**src/rtl/irq_arb_pkg.sv**
```systemverilog
`timescale 1ns/1ps
package irq_arb_pkg;
  localparam int PRIO_W = 4;
  localparam int VEC_W  = 8;
  localparam int DATA_W = 32;
  localparam int ADDR_W = 8;

  localparam logic [ADDR_W-1:0] OFS_CTPR = 8'h00;
  localparam logic [ADDR_W-1:0] OFS_ACK  = 8'h10;
  localparam logic [ADDR_W-1:0] OFS_EOI  = 8'h20;
  localparam logic [ADDR_W-1:0] OFS_SPUR = 8'h30;

  localparam logic [PRIO_W-1:0] CTPR_RESET = '1;
  localparam logic [VEC_W-1:0]  SPUR_RESET = '1;

  typedef enum logic [1:0] {
    RSEL_ONES,
    RSEL_CTPR,
    RSEL_ACK,
    RSEL_SPUR
  } rsel_e;
endpackage

```
**src/rtl/irq_arb_rst_sync.sv**
```systemverilog
`timescale 1ns/1ps
module irq_arb_rst_sync #(
  parameter int STAGES = 2
) (
  input  logic clk,
  input  logic rst_n,
  output logic rst_sync_n
);
  logic [STAGES-1:0] sync_q;
  logic [STAGES-1:0] sync_d;

  always_comb begin
    sync_d = {sync_q[STAGES-2:0], 1'b1};
  end

  always_ff @(posedge clk or negedge rst_n) begin
    if (!rst_n) begin
      sync_q <= '0;
    end else begin
      sync_q <= sync_d;
    end
  end

  assign rst_sync_n = sync_q[STAGES-1];
endmodule

```
**src/rtl/irq_prio_find.sv**
```systemverilog
`timescale 1ns/1ps
module irq_prio_find
  import irq_arb_pkg::*;
#(
  parameter int N  = 16,
  parameter int IW = 4
) (
  input  logic [N-1:0]        member,
  input  logic [N*PRIO_W-1:0] prio,
  output logic                found,
  output logic [IW-1:0]       idx,
  output logic [PRIO_W-1:0]   pri
);
  // Strictly-greater replacement: on equal priority the earlier index stays.
  always_comb begin
    found = 1'b0;
    idx   = '0;
    pri   = '0;
    for (int i = 0; i < N; i++) begin
      if (member[i] && (!found || (prio[i*PRIO_W +: PRIO_W] > pri))) begin
        found = 1'b1;
        idx   = IW'(i);
        pri   = prio[i*PRIO_W +: PRIO_W];
      end
    end
  end
endmodule

```
**src/rtl/irq_arb_regif.sv**
```systemverilog
`timescale 1ns/1ps
module irq_arb_regif
  import irq_arb_pkg::*;
(
  input  logic              clk,
  input  logic              rst_n,
  input  logic              bus_wr,
  input  logic              bus_rd,
  input  logic [ADDR_W-1:0] bus_addr,
  input  logic [DATA_W-1:0] bus_wdata,
  input  logic              ack_ok,
  input  logic [VEC_W-1:0]  ack_vec,
  output logic [PRIO_W-1:0] ctpr,
  output logic              ack_req,
  output logic              eoi_req,
  output logic [DATA_W-1:0] bus_rdata,
  output logic              bus_rvalid
);
  logic              aligned;
  logic              ctpr_en;
  logic              spur_en;
  logic              rdata_en;
  logic [PRIO_W-1:0] ctpr_q, ctpr_d;
  logic [VEC_W-1:0]  spur_q, spur_d;
  logic [DATA_W-1:0] rdata_q, rdata_d;
  logic              rvalid_q, rvalid_d;
  rsel_e             rsel;
  logic              wdata_unused;

  assign wdata_unused = ^bus_wdata[DATA_W-1:VEC_W];

  // Address decode; anything off a 16-byte boundary is dropped.
  always_comb begin
    aligned = (bus_addr[3:0] == 4'h0);
    ctpr_en = bus_wr && aligned && (bus_addr == OFS_CTPR);
    spur_en = bus_wr && aligned && (bus_addr == OFS_SPUR);
    eoi_req = bus_wr && aligned && (bus_addr == OFS_EOI);
    ack_req = bus_rd && aligned && (bus_addr == OFS_ACK);
    rsel    = RSEL_ONES;
    if (aligned) begin
      case (bus_addr)
        OFS_CTPR: rsel = RSEL_CTPR;
        OFS_ACK:  rsel = RSEL_ACK;
        OFS_SPUR: rsel = RSEL_SPUR;
        default:  rsel = RSEL_ONES;
      endcase
    end
  end

  // Next-state values.
  always_comb begin
    ctpr_d   = bus_wdata[PRIO_W-1:0];
    spur_d   = bus_wdata[VEC_W-1:0];
    rdata_en = bus_rd;
    rvalid_d = bus_rd;
    case (rsel)
      RSEL_CTPR: rdata_d = DATA_W'(ctpr_q);
      RSEL_ACK:  rdata_d = ack_ok ? DATA_W'(ack_vec) : DATA_W'(spur_q);
      RSEL_SPUR: rdata_d = DATA_W'(spur_q);
      default:   rdata_d = '1;
    endcase
  end

  always_ff @(posedge clk or negedge rst_n) begin
    if (!rst_n) begin
      ctpr_q   <= CTPR_RESET;
      spur_q   <= SPUR_RESET;
      rdata_q  <= '0;
      rvalid_q <= 1'b0;
    end else begin
      if (ctpr_en)  ctpr_q  <= ctpr_d;
      if (spur_en)  spur_q  <= spur_d;
      if (rdata_en) rdata_q <= rdata_d;
      rvalid_q <= rvalid_d;
    end
  end

  assign ctpr       = ctpr_q;
  assign bus_rdata  = rdata_q;
  assign bus_rvalid = rvalid_q;
endmodule

```
**src/rtl/irq_cpu_arbiter.sv**
```systemverilog
`timescale 1ns/1ps
module irq_cpu_arbiter
  import irq_arb_pkg::*;
#(
  parameter int N = 16
) (
  input  logic                clk,
  input  logic                rst_n,
  input  logic [N-1:0]        src_active,
  input  logic [N*PRIO_W-1:0] src_prio,
  input  logic [N*VEC_W-1:0]  src_vec,
  input  logic                bus_wr,
  input  logic                bus_rd,
  input  logic [ADDR_W-1:0]   bus_addr,
  input  logic [DATA_W-1:0]   bus_wdata,
  output logic [DATA_W-1:0]   bus_rdata,
  output logic                bus_rvalid,
  output logic                irq_o
);
  localparam int IW = (N > 1) ? $clog2(N) : 1;

  logic              rst_sync_n;
  logic [N-1:0]      act_q, act_d;
  logic [N-1:0]      raised_q, raised_d;
  logic [N-1:0]      serv_q, serv_d;
  logic [N-1:0]      rises, falls;
  logic              set_en;
  logic              r_found, s_found;
  logic [IW-1:0]     r_idx, s_idx;
  logic [PRIO_W-1:0] r_pri, s_pri;
  logic [PRIO_W-1:0] ctpr_val;
  logic              ack_req, eoi_req, ack_ok;
  logic [VEC_W-1:0]  ack_vec;

  irq_arb_rst_sync #(.STAGES(2)) u_rst (
    .clk        (clk),
    .rst_n      (rst_n),
    .rst_sync_n (rst_sync_n)
  );

  irq_prio_find #(.N(N), .IW(IW)) u_find_raised (
    .member (raised_q),
    .prio   (src_prio),
    .found  (r_found),
    .idx    (r_idx),
    .pri    (r_pri)
  );

  irq_prio_find #(.N(N), .IW(IW)) u_find_serv (
    .member (serv_q),
    .prio   (src_prio),
    .found  (s_found),
    .idx    (s_idx),
    .pri    (s_pri)
  );

  irq_arb_regif u_regif (
    .clk        (clk),
    .rst_n      (rst_sync_n),
    .bus_wr     (bus_wr),
    .bus_rd     (bus_rd),
    .bus_addr   (bus_addr),
    .bus_wdata  (bus_wdata),
    .ack_ok     (ack_ok),
    .ack_vec    (ack_vec),
    .ctpr       (ctpr_val),
    .ack_req    (ack_req),
    .eoi_req    (eoi_req),
    .bus_rdata  (bus_rdata),
    .bus_rvalid (bus_rvalid)
  );

  // Acknowledge qualification against the current source level and threshold.
  assign ack_vec = src_vec[r_idx*VEC_W +: VEC_W];
  assign ack_ok  = ack_req && r_found && src_active[r_idx] && (r_pri > ctpr_val);

  assign rises = src_active & ~act_q;
  assign falls = ~src_active & act_q;

  always_comb begin
    act_d    = src_active;
    raised_d = (raised_q | rises) & ~falls;
    serv_d   = serv_q;
    if (ack_ok) begin
      raised_d[r_idx] = 1'b0;
      serv_d[r_idx]   = 1'b1;
    end
    if (eoi_req && s_found) begin
      serv_d[s_idx] = 1'b0;
    end
    set_en = (|rises) || (|falls) || ack_ok || (eoi_req && s_found);
  end

  always_ff @(posedge clk or negedge rst_sync_n) begin
    if (!rst_sync_n) begin
      act_q    <= '0;
      raised_q <= '0;
      serv_q   <= '0;
    end else begin
      act_q <= act_d;
      if (set_en) begin
        raised_q <= raised_d;
        serv_q   <= serv_d;
      end
    end
  end

  // Line gated by the threshold and by the top in-service priority.
  assign irq_o = r_found && (r_pri > ctpr_val) && (!s_found || (r_pri > s_pri));
endmodule

```
**config.mk**
```make
export PLATFORM = sky130hd
export DESIGN_NAME = irq_cpu_arbiter
export DESIGN_NICKNAME = d
export VERILOG_FILES = /design/src/rtl/irq_arb_pkg.sv /design/src/rtl/irq_arb_rst_sync.sv /design/src/rtl/irq_prio_find.sv /design/src/rtl/irq_arb_regif.sv /design/src/rtl/irq_cpu_arbiter.sv
export SDC_FILE = /design/constraint.sdc
export NUM_CORES = 1
export LEC_CHECK = 0
export ABC_CLOCK_PERIOD_IN_PS = 37300
export BUFFER_PORTS_ARGS = -buffer_cell sky130_fd_sc_hd__buf_2
export CAP_MARGIN = 10
export CELL_PAD_IN_SITES_DETAIL_PLACEMENT = 1
export CELL_PAD_IN_SITES_GLOBAL_PLACEMENT = 2
export CORE_ASPECT_RATIO = 0.9
export CORE_MARGIN = 4
export CORE_UTILIZATION = 31
export CTS_BUF_LIST = sky130_fd_sc_hd__clkbuf_16
export DETAILED_ROUTE_END_ITERATION = 8
export PLACE_DENSITY_LB_ADDON = 0.1
export SYNTH_ARGS = -nofsm -noshare
export SYNTH_HDL_FRONTEND = slang
export SYNTH_SLANG_ARGS = --single-unit
```
**constraint.sdc**
```tcl
create_clock -name clk -period 37.3 [get_ports clk]
set_input_delay 3.73 -clock clk [delete_from_list [all_inputs] [get_ports clk]]
set_output_delay 3.73 -clock clk [all_outputs]
set_load 0.005 [all_outputs]
```
# Word level (Yosys, flattened, before mapping)
# Index checks and enable logic that the tools add are counted.
# totals
regBits	95
in_bits	252
output_inout_bits	34
word_cells	283
# classes
n_shift	1
eq_ne	6
reduce_logical	113
n_mux	107
n_lt_le_gt_ge	36
bitwise_logic	12
# ops
op	count
two-way mux 4 bit	48
> comparator 4 bit	32
variable part select 128 x 8 -> 8 bit	1
case mux 32 bit (3 select lines)	1
bitwise AND 16 bit	5
NOT 16 bit	5
two-way mux 16 bit	3
logical AND 1 bit	44
two-way mux 1 bit	37
logical OR 1 bit	34
OR 16 bit	2
OR reduction 16 bit	2
logical NOT 1 bit	31
two-way mux 3 bit	8
equality test 8 x 6 -> 1 bit, second input constant	2
< comparator 4 x 5 -> 1 bit, second input constant	2
two-way mux 2 bit	5
demux 1 bit (select 4 bit)	2
equality test 8 x 5 -> 1 bit, second input constant	1
>= comparator 4 x 1 -> 1 bit, second input constant	2
logical NOT 8 bit	1
two-way mux 8 bit	1
case mux 2 bit (3 select lines)	1
binary-select mux 1 bit (select 4 bit)	1
other kinds (3)	4

# Longest topological paths before layout
# Gate-level depths: netlist of run 1.
# logic_depth
word_depth	69
depth_mapped	152
ltp_nobuf	145

# Modules after synthesis
# Synthesis of run 1 repeated with hierarchy kept, for this count alone.
# hier_totals
hier_cells	1317
area_unflattened_um2	11034.3
# by_module_without_submodules
mod	n_inst	area_per_inst_um2	seq_area_each_um2	cells_per_inst
irq_cpu_arbiter	1	3323.2	1201.2	293
irq_prio_find at u_find_serv	1	3184.3	0.0	456
irq_prio_find at u_find_raised	1	3181.8	0.0	447
irq_arb_regif	1	1291.2	565.5	118
irq_arb_rst_sync	1	53.8	50.0	3

# Least setup slack after synthesis of run 1
# OpenSTA, ideal clock, no wires.
# synth_path
kind	input -> output
start	input port src_prio[3]
end	output port irq_o
arrival_ns	27.839
path_slack_ns	5.731
stages	135
cell_sequence	nand2_1 -> ha_1 -> nand2_1 -> o21bai_1 -> a21oi_2 -> mux2_2 -> ha_1 -> nand4_1 -> o21ai_0 -> a31o_2 -> mux2_2 -> inv_1 -> ha_1 -> nor2b_1 -> o211ai_1 -> a21oi_2 -> a311oi_2 -> a21oi_1 -> [99 not listed] -> nor2b_1 -> o21ai_0 -> nand2b_1 -> a21oi_1 -> a41oi_1 -> o21ai_0 -> clkbuf_1 -> clkbuf_1 -> nor2_1 -> a221oi_1 -> ha_1 -> nor2b_1 -> o21ai_0 -> nand2b_1 -> a21oi_1 -> a41oi_1 -> o31a_1 -> o21a_1
# synth_between
elab_chain_cells	64
word_cells_on_any_way	186
cone_classes	32 x order compare; 62 x mux; 92 x reduce/logical
# synth_rtl
element	line_no	rtl
start, declared	irq_cpu_arbiter.sv:10	input logic [N*PRIO_W-1:0] src_prio,
two-way mux 4 bit	irq_prio_find.sv:20	if (member[i] && (!found || (prio[i*PRIO_W +: PRIO_W] > pri))) begin
> comparator 4 bit	irq_prio_find.sv:20	
logical OR 1 bit	irq_prio_find.sv:20	
logical AND 1 bit	irq_prio_find.sv:20	
two-way mux 4 bit / two-way mux 1 bit (equally long branches)	irq_prio_find.sv:20	
> comparator 4 bit / logical NOT 1 bit (equally long branches)	irq_prio_find.sv:20	
logical OR 1 bit	irq_prio_find.sv:20	
logical AND 1 bit	irq_prio_find.sv:20	
[48 not listed]	--	
two-way mux 4 bit / two-way mux 1 bit (equally long branches)	irq_prio_find.sv:20	
> comparator 4 bit / logical NOT 1 bit (equally long branches)	irq_prio_find.sv:20	
logical OR 1 bit	irq_prio_find.sv:20	
logical AND 1 bit	irq_prio_find.sv:20	
two-way mux 4 bit / two-way mux 1 bit (equally long branches)	irq_prio_find.sv:20	
> comparator 4 bit / logical NOT 1 bit (equally long branches)	irq_cpu_arbiter.sv:109	assign irq_o = r_found && (r_pri > ctpr_val) && (!s_found || (r_pri > s_pri));
logical AND 1 bit / logical OR 1 bit (equally long branches)	irq_cpu_arbiter.sv:109	
logical AND 1 bit *	irq_cpu_arbiter.sv:109	
end, declared	irq_cpu_arbiter.sv:18	output logic irq_o
# Mark *: on every way between the ends. The rest lies on a longest branch, timed or not.

# Final worst setup path of run 1
# layout_path
start	input port src_prio[1]
end	output port irq_o
# The elaborated chain is that of the path after synthesis.

==> flow_summary.json, run 1 <==
{
  "async_flop_share_pct": 100,
  "synth-seq-cells": 72,
  "rsz0062_at_grt": "no",
  "status": "finished clean",
  "globalRouteTotalUtil_pct": 22.8,
  "dieHeight_um": 181,
  "worstSetupStartpointType": "primary input",
  "worstSetupPathType": "in2out",
  "synth_edf_count": 0,
  "relSlewSlack_pct": 33.9,
  "port_buffers": 261,
  "cts_buffer_depth": 2,
  "synth_top_family_by_area": "compound AO/OA/AOI/OAI gates",
  "reg2reg_setup_slack_ps": 7590,
  "setup_tns_ps": 0,
  "cts_tree": "built",
  "fin_nets": 1912,
  "die-width_um": 200,
  "antenna_found_initial": 8,
  "end_kind": "output port",
  "max_freq_mhz": 28.9,
  "numCtsBuffers": 9,
  "drtAntennaViolNets": 0,
  "syn-num-nets": 1676,
  "synth-seq-area-share_pct": 17.6,
  "core_um2": 32900,
  "syn_area_per_cell_um2": 7.93,
  "r2r_start": "raised_q[0]$_DFFE_PN0P_",
  "dieArea_um2": 36300,
  "fin_crit_sh_pct": 92.6,
  "final_max_slew_viol_count": 0,
  "syn_inst": 1303,
  "via_per_inst": 5.50,
  "grt_overflow_total": 0,
  "reg2reg_to": "raised_q[12]$_DFFE_PN0P_",
  "place.gp.congestion": 0.854,
  "cts.clk_slew.worst_paths_ps": 60,
  "crit_fanout": 10,
  "htreeDepth": 3,
  "setup_viol": 0,
  "syn_area_um2": 10300,
  "cts-hold-fix-buffers": 0,
  "cts_num_sinks": 72,
  "vias": 10800,
  "hold-path-cell-count": 0,
  "ys_types": 95,
  "worst_slew_pin_slew_ps": 992,
  "synth_compound_area_share_pct": 26.9,
  "cpPeakStageDelay_ps": 530,
  "hold_path_end": "u_rst.sync_q[1]$_DFF_PN0_",
  "synthSimpleGateAreaFrac_pct": 19.6,
  "hold_violations": 0,
  "grt_max_degree": 71,
  "pin_count": 286,
  "routed_wl_um": 43000,
  "areaGrowthSynthToFinish_pct": 19.8,
  "period_minus_slack_ps": 34550,
  "hold_start": "u_rst.sync_q[0]$_DFF_PN0_",
  "worstSkewPairLatency_ps": 340,
  "route.detailed.drc": 0,
  "synthXorXnorAreaFrac_pct": 1.27,
  "wl_per_cell_um": 21.9,
  "critPathSlowestCell": "a21boi_0",
  "first_pass_iters": 5,
  "rows": 63,
  "clock-root-buffer": "clkbuf_16",
  "synthFlopType": "dfrtp_1",
  "synthMuxAreaShare_pct": 12.0,
  "drtIter0Drc": 473,
  "start_util_pct": 31.4,
  "hp-class": "reg2reg",
  "drive_above_1_share_pct": 26.6,
  "grt_pass1_vias": 11400,
  "clock_skew_ps": 5.79,
  "r2r_cells": 136,
  "drv_cap": 0,
  "cp_common_cell": "o21ai_0",
  "grt_pass1_wl_um": 66100,
  "dpl.hpwl_um": 36500,
  "synth_adder_area_share_pct": 15.9,
  "yosys_warnings": 0,
  "crit_arrival_ps": 30820,
  "worstPathRequired_ps": 33570
}
-- timing repair --
item                       4_1_cts  5_1_grt
resized for setup                0       15
setup endpoints to repair        0        1
setup buffers                    0        3
-- metrics by stage --
stage / instances / worst slack, ps / hold WS [ps] / utilization [%] / area, um2
2_1_floorplan: 1303 / 5730 / 331 / - / 10300
3_3_place_gp: 1947 / 1700 / 334 / 36.3 / 12000
3_5_place_dp: 1947 / 1250 / 347 / 36.3 / 12000
4_1_cts: 1963 / 1230 / 360 / 37.3 / 12300
5_1_grt: 1969 / 13.8 / 362 / 37.6 / 12400
6_report: 1969 / 2750 / 356 / 37.6 / 12400
-- routing by layer --
layer | vias to the layer above | GRT usage [%] | wire, um
met5 | - | 0 | 63
met4 | 8 | 4.68 | 792
met3 | 38 | 3.57 | 2030
met2 | 260 | 38.2 | 19800
met1 | 5230 | 31.3 | 20400
li1 | 5301 | - | -
-- state kept, by name, indices dropped and copies added (netlist names) --
name / cells
u_regif.spur_q: 8
act_q: 16
u_rst.sync_q: 2
u_regif.ctpr: 4
u_regif.bus_rvalid: 1
raised_q: 16
serv_q: 16
u_regif.bus_rdata: 9
-- final cells by class --
cell class                 count  area, um2
clock buffer                   9        225
clock inverter                 7       80.1
inverter                     105        394
timing repair buffer         276       1420
sequential                    72       1820
multi-input combinational   1075       7910
antenna                        3       7.51
fill                        4106      20600
tap                          422        528
-- critical path: cells and delay by family --
kind                     cells  cell delay, ps
AO/OA/AOI/OAI               70           13870
adder cells (fa/ha/maj)     16            4700
AND/OR/NAND/NOR             38            4430
multiplexers                 7            2680
buffers and inverters        9            1380
-- cells in the mapped netlist, types with 16 or more instances --
cell type | instances | area share, %
nand3_1 | 24 | 1.2
o21a_1 | 24 | 1.7
buf_4 | 26 | 1.9
nand2_1 | 120 | 4.4
o211ai_1 | 27 | 2.0
o22ai_1 | 18 | 1.1
nand4_1 | 17 | 1.0
ha_1 | 121 | 15
a31oi_1 | 25 | 1.5
nor2_1 | 79 | 2.9
mux2_2 | 59 | 6.4
o21ai_0 | 82 | 4.0
nor2b_1 | 35 | 2.1
and2_1 | 18 | 1.1
nor3_1 | 17 | 0.82
mux2i_1 | 47 | 4.6
nand2b_1 | 33 | 2.0
a211oi_1 | 16 | 1.2
clkbuf_1 | 18 | 0.65
a21oi_1 | 87 | 4.2
inv_1 | 101 | 3.7
dfrtp_1 | 60 | 15
-- worst max path at each step --
stage	depth (start not counted)	from	endpoint	slack, ps
after floorplan	135	src_prio[3]	irq_o	5730
after global placement	141	src_prio[1]	irq_o	1700
after detailed placement	140	src_prio[1]	irq_o	1250
after CTS	140	src_prio[1]	irq_o	1230
after global routing	140	src_prio[1]	irq_o	10
final	140	src_prio[1]	irq_o	2750
-- kinds of logic after synthesis --
group	count (synthesis)
and+or+nand+nor	401
AOI/OAI and AO/OA	411
adders and majority gates	134
buffers and inverters	156
muxes	113
other	1
xor gates and xnor gates	15
DFF	72
-- layout by cell type (no fill, tap or decap), types with 27 or more instances in the layout --
cell      instances
o21ai_0          80
inv_1           104
a21oi_1          87
o211ai_1         27
ha_1            121
nor2b_1          35
nand2_1         119
buf_2           261
mux2_2           59
nand2b_1         32
nor2_1           79
dfrtp_1          59
mux2i_1          47
Power of run 1 is not shown: default switching activity piles up to over one toggle a cycle in this logic, so the estimate is an artifact.
==> run 2, diff against run 1 <==
--- a/config.mk
+++ b/config.mk
@@ -12,10 +12,11 @@
 export CELL_PAD_IN_SITES_GLOBAL_PLACEMENT = 2
 export CORE_ASPECT_RATIO = 0.9
 export CORE_MARGIN = 4
-export CORE_UTILIZATION = 31
+export CORE_UTILIZATION = 32
 export CTS_BUF_LIST = sky130_fd_sc_hd__clkbuf_16
 export DETAILED_ROUTE_END_ITERATION = 8
 export PLACE_DENSITY_LB_ADDON = 0.1
 export SYNTH_ARGS = -nofsm -noshare
 export SYNTH_HDL_FRONTEND = slang
+export SYNTH_HIERARCHICAL = 1
 export SYNTH_SLANG_ARGS = --single-unit
==> flow_summary.json, run 2 <==
{
  "status": "finished clean",
  "areaGrowthSynthToFinish_pct": 16.4,
  "synthFlopType": "dfrtp_1",
  "synth_edf_count": 0,
  "grt_max_degree": 71,
  "cts_resized": 0,
  "cp_common_cell": "ha_1",
  "synth.top_cell.area_share_pct": 13.6,
  "synth_area_leaders": "dfrtp_1 14%, ha_1 13%, mux4_2 6.9%",
  "fin_crit_sh_pct": 92.7,
  "period_minus_slack_ps": 34580,
  "place.gp.congestion": 0.869,
  "pin_count": 286,
  "numCtsBuffers": 9,
  "fin_nets": 1903,
  "crit_fanout": 13,
  "hold_slack_ps": 361,
  "routed_wl_um": 42100,
  "synth-seq-cells": 72,
  "crit_arrival_ps": 30850,
  "multi_input_area_um2": 8380,
  "postCtsSetupBuffers": 0,
  "htreeDepth": 3,
  "cts_num_sinks": 72,
  "end_kind": "output port",
  "globalRouteTotalUtil_pct": 21.9,
  "async_flop_share_pct": 100,
  "route.detailed.drc": 0,
  "drive_above_1_share_pct": 28.1,
  "drv_cap": 0,
  "cpPeakStageDelay_ps": 650,
  "die-width_um": 204,
  "grt_overflow_total": 0,
  "rows": 64,
  "regArea_um2": 1820,
  "synth.top_cells.by_count": "124 x inv_1, 114 x ha_1, 105 x nand2_1, 86 x a21oi_1, 84 x nor2_1",
  "drtAntennaViolNets": 0,
  "dpl.hpwl_um": 36400,
  "cts.clk_slew.worst_paths_ps": 60,
  "final_cell_mix": "261 x buf_2, 125 x inv_1, 114 x ha_1",
  "cts_tree": "built",
  "final_common_cell": "buf_2",
  "worstSetupPathType": "in2out",
  "largest_registers": "act_q x16, raised_q x16, serv_q x16",
  "syn-num-nets": 1683,
  "core_um2": 34000,
  "fillCellCount": 4178,
  "setup_viol": 0,
  "yosys_warnings": 6,
  "worstPathRequired_ps": 33570,
  "start_util_pct": 32.4,
  "ys_types": 103,
  "worst_slew_pin_slew_ps": 983,
  "synth-seq-area-share_pct": 16.5,
  "cts_buffer_depth": 2,
  "clock_skew_ps": 5.34,
  "hp-class": "reg2reg",
  "setup_tns_ps": 0,
  "rsz0062_at_grt": "no",
  "max_freq_mhz": 28.9,
  "first_pass_iters": 4,
  "worstSetupStartpointType": "primary input",
  "syn_area_um2": 11000,
  "final_max_slew_viol_count": 0,
  "drtIter0Drc": 485,
  "clock-root-buffer": "clkbuf_16",
  "wl_per_cell_um": 21.0,
  "dieArea_um2": 37500,
  "grt_pass1_vias": 11500,
  "dieHeight_um": 184,
  "critPathSlowestCell": "a21boi_1",
  "vias": 11000,
  "port_buffers": 261,
  "syn_inst": 1317,
  "yosysMostFrequentCell": "inv_1",
  "antenna_found_initial": 7,
  "syn_area_per_cell_um2": 8.38,
  "grt_pass1_wl_um": 65500,
  "cts-hold-fix-buffers": 0,
  "relSlewSlack_pct": 33.6,
  "hold_violations": 0,
  "via_per_inst": 5.47,
  "synth_top_area_cell": "dfrtp_1",
  "worstSkewPairLatency_ps": 330
}
run 2: cell types whose count changed in the layout (fill, tap and decap cells not counted), sizes merged, moves of 15 or more:
cell   previous run  this run
mux2             66        46
mux4              0        34
inv             106       126
nor3             18        34
nand2           120       105
run 2: kinds of logic after synthesis:
| group | share of synthesized area, % |
|---|---|
| adders and majority gates | 13.0 |
| other | 0.0340 |
| muxes | 14.9 |
| DFF | 16.5 |
| buffers and inverters | 7.77 |
| AOI/OAI and AO/OA | 28.7 |
| and+or+nand+nor | 19.1 |
run 2: final timing paths:
kind                                      startpoint  slack [ps]                                to  cells past startpoint
max in group asynchronous                      rst_n       33970         u_rst/sync_q[1]$_DFF_PN0_                      1
max reg2reg                  raised_q[0]$_DFFE_PN0P_        8410  u_regif/bus_rdata[7]$_DFFE_PN0P_                    122
min                        u_rst/sync_q[0]$_DFF_PN0_         360         u_rst/sync_q[1]$_DFF_PN0_                      0
min in group asynchronous  u_rst/sync_q[1]$_DFF_PN0_         460                act_q[4]$_DFF_PN0_                      0
max                                      src_prio[2]        2720                             irq_o                    128
min reg2reg                u_rst/sync_q[0]$_DFF_PN0_         360         u_rst/sync_q[1]$_DFF_PN0_                      0
run 2: critical path: cells and delay by family:
kind	cells	cell delay, ps
AO/OA/AOI/OAI	66	14290
adder cells (fa/ha/maj)	16	4820
buffers and inverters	6	580
multiplexers	7	2590
AND/OR/NAND/NOR	33	4820
run 2: cell type report:
class	count	area share, %
sequential	72	14.2
multi-input combinational	1066	65.2
timing repair buffer	263	10.3
antenna	4	0.0779
tap	462	4.50
clock buffer	9	1.75
inverter	125	3.65
clock inverter	7	0.312
run 2: through the flow:
| stage | utilization, % | setup WS [ps] | area (um2) | instances |
|---|---|---|---|---|
| final | 37.7 | 2720 | 12800 | 2008 |
| after global routing | 37.7 | 25.7 | 12800 | 2008 |
| after CTS | 37.7 | 2510 | 12800 | 2004 |
| after detailed placement | 36.9 | 2600 | 12600 | 1988 |
| after global placement | 36.9 | 2990 | 12600 | 1988 |
| after floorplan | - | 7590 | 11000 | 1317 |
run 2: layer usage:
metal | global-route usage (%) | share of wire (%) | up-vias
met2 | 38.5 | 49 | 207
met5 | 0 | 0.043 | -
met4 | 5.23 | 2.0 | 2
li1 | - | - | 5413
met3 | 3.54 | 3.8 | 32
met1 | 28.4 | 46 | 5334
Power of run 2 is left out for the same reason.
==> run 3, diff against run 2 <==
--- a/config.mk
+++ b/config.mk
@@ -12,7 +12,7 @@
 export CELL_PAD_IN_SITES_GLOBAL_PLACEMENT = 2
 export CORE_ASPECT_RATIO = 0.9
 export CORE_MARGIN = 4
-export CORE_UTILIZATION = 32
+export CORE_UTILIZATION = 30
 export CTS_BUF_LIST = sky130_fd_sc_hd__clkbuf_16
 export DETAILED_ROUTE_END_ITERATION = 8
 export PLACE_DENSITY_LB_ADDON = 0.1
==> flow_summary.json, run 3 (same netlist as run 2, synthesis figures left out) <==
{
  "core_um2": 36300,
  "worst_slew_pin_slew_ps": 1010,
  "hold_violations": 0,
  "crit_arrival_ps": 30910,
  "cts.clk_slew.worst_paths_ps": 60,
  "numCtsBuffers": 9,
  "dieHeight_um": 190,
  "drive_above_1_share_pct": 28.1,
  "crit_end": "irq_o",
  "port_buffers": 261,
  "areaGrowthSynthToFinish_pct": 17.3,
  "vias": 11100,
  "clock-root-buffer": "clkbuf_16",
  "met2_usage_pct": 36.9,
  "drtAntennaViolNets": 0,
  "critPathSlowestCell": "a211oi_4",
  "setup_tns_ps": 0,
  "grt_pass1_vias": 11700,
  "grt_util_met3_pct": 3.87,
  "final_cells": 2022,
  "cp_common_cell": "ha_1",
  "grtUsageMet1_pct": 28.0,
  "cts_num_sinks": 72,
  "cpPeakStageDelay_ps": 740,
  "dp_cells": 2002,
  "worstSetupStartpointType": "primary input",
  "crit_fanout": 19,
  "grt_pass1_wl_um": 67400,
  "first_pass_iters": 4,
  "die-width_um": 210,
  "drv_cap": 0,
  "fin_crit_sh_pct": 92.9,
  "pin_count": 286,
  "fin_nets": 1903,
  "grt_max_degree": 71,
  "routed_wl_um": 43400,
  "period_minus_slack_ps": 34640,
  "relSlewSlack_pct": 32.1,
  "rows": 66,
  "status": "finished clean",
  "hold_slack_ps": 351,
  "grt_overflow_total": 0,
  "wl_per_cell_um": 21.5,
  "drtIter0Drc": 489,
  "setup_viol": 0,
  "clock_skew_ps": 8.63,
  "max_freq_mhz": 28.9,
  "final_max_slew_viol_count": 0,
  "reg2reg_setup_slack_ps": 8120,
  "antenna_found_initial": 14,
  "via_per_inst": 5.49,
  "r2r_cells": 123,
  "crit_start": "src_prio[1]",
  "htreeDepth": 3,
  "dieArea_um2": 39900,
  "final_common_cell": "buf_2",
  "cts_buffer_depth": 2,
  "place.gp.congestion": 0.818,
  "hp-class": "reg2reg",
  "worstSkewPairLatency_ps": 340,
  "worstPathRequired_ps": 33570,
  "worstSetupPathType": "in2out",
  "dpl.hpwl_um": 37300,
  "end_kind": "output port",
  "busiest_layer": "met2",
  "route.detailed.drc": 0,
  "globalRouteTotalUtil_pct": 21.2,
  "start_util_pct": 30.4,
  "final_util_pct": 35.7,
  "largest_registers": "act_q x16, raised_q x16, serv_q x16",
  "final_cell_mix": "261 x buf_2, 125 x inv_1, 114 x ha_1",
  "cts_tree": "built",
  "reg2reg_to": "u_regif/bus_rdata[5]$_DFFE_PN0P_",
  "rsz0062_at_grt": "no",
  "r2r_start": "raised_q[0]$_DFFE_PN0P_"
}
run 3: cell type report:
cell class	count	area, um2
fillers	4439	23300
multi-input cells	1066	8380
flip-flops and latches	72	1820
repair buffers	263	1320
well taps	476	596
inverters	125	469
clock buffers	9	225
clock inverters	7	119
diodes	4	10.0
run 3: worst max-delay path: cells and delay by family:
family | cells | cell delay (ps)
buffers and inverters | 8 | 710
adder cells (fa/ha/maj) | 16 | 4890
AO/OA/AOI/OAI | 62 | 14640
multiplexers | 8 | 2840
AND/OR/NAND/NOR | 28 | 4090
run 3: per-layer routing:
layer	vias to the layer above	wire (um)
met2	221	21200
met3	45	1910
met5	-	92
li1	5413	-
met4	16	512
met1	5403	19800
run 3: worst min path at each step:
stage | cells past startpoint | slack (ps) | startpoint | to
CTS | 0 | 350 | u_rst/sync_q[0]$_DFF_PN0_ | u_rst/sync_q[1]$_DFF_PN0_
global route | 0 | 370 | u_rst/sync_q[0]$_DFF_PN0_ | u_rst/sync_q[1]$_DFF_PN0_
global placement | 0 | 340 | u_rst/sync_q[0]$_DFF_PN0_ | u_rst/sync_q[1]$_DFF_PN0_
floorplan | 0 | 330 | u_rst/sync_q[0]$_DFF_PN0_ | u_rst/sync_q[1]$_DFF_PN0_
finish | 0 | 350 | u_rst/sync_q[0]$_DFF_PN0_ | u_rst/sync_q[1]$_DFF_PN0_
detailed placement | 0 | 340 | u_rst/sync_q[0]$_DFF_PN0_ | u_rst/sync_q[1]$_DFF_PN0_
run 3: per-stage QoR:
stage / area, um2 / worst slack [ps]
global route: 12900 / 109
CTS: 12900 / 2370
global placement: 12600 / 2700
detailed placement: 12600 / 2470
floorplan: 11000 / 7590
finish: 12900 / 2660
run 3: repair_timing:
item,CTS,global route
setup endpoints to repair,0,1
buffers inserted,0,0
resized for setup,0,2
hold buffers,0,0
Power of run 3 is left out for the same reason.
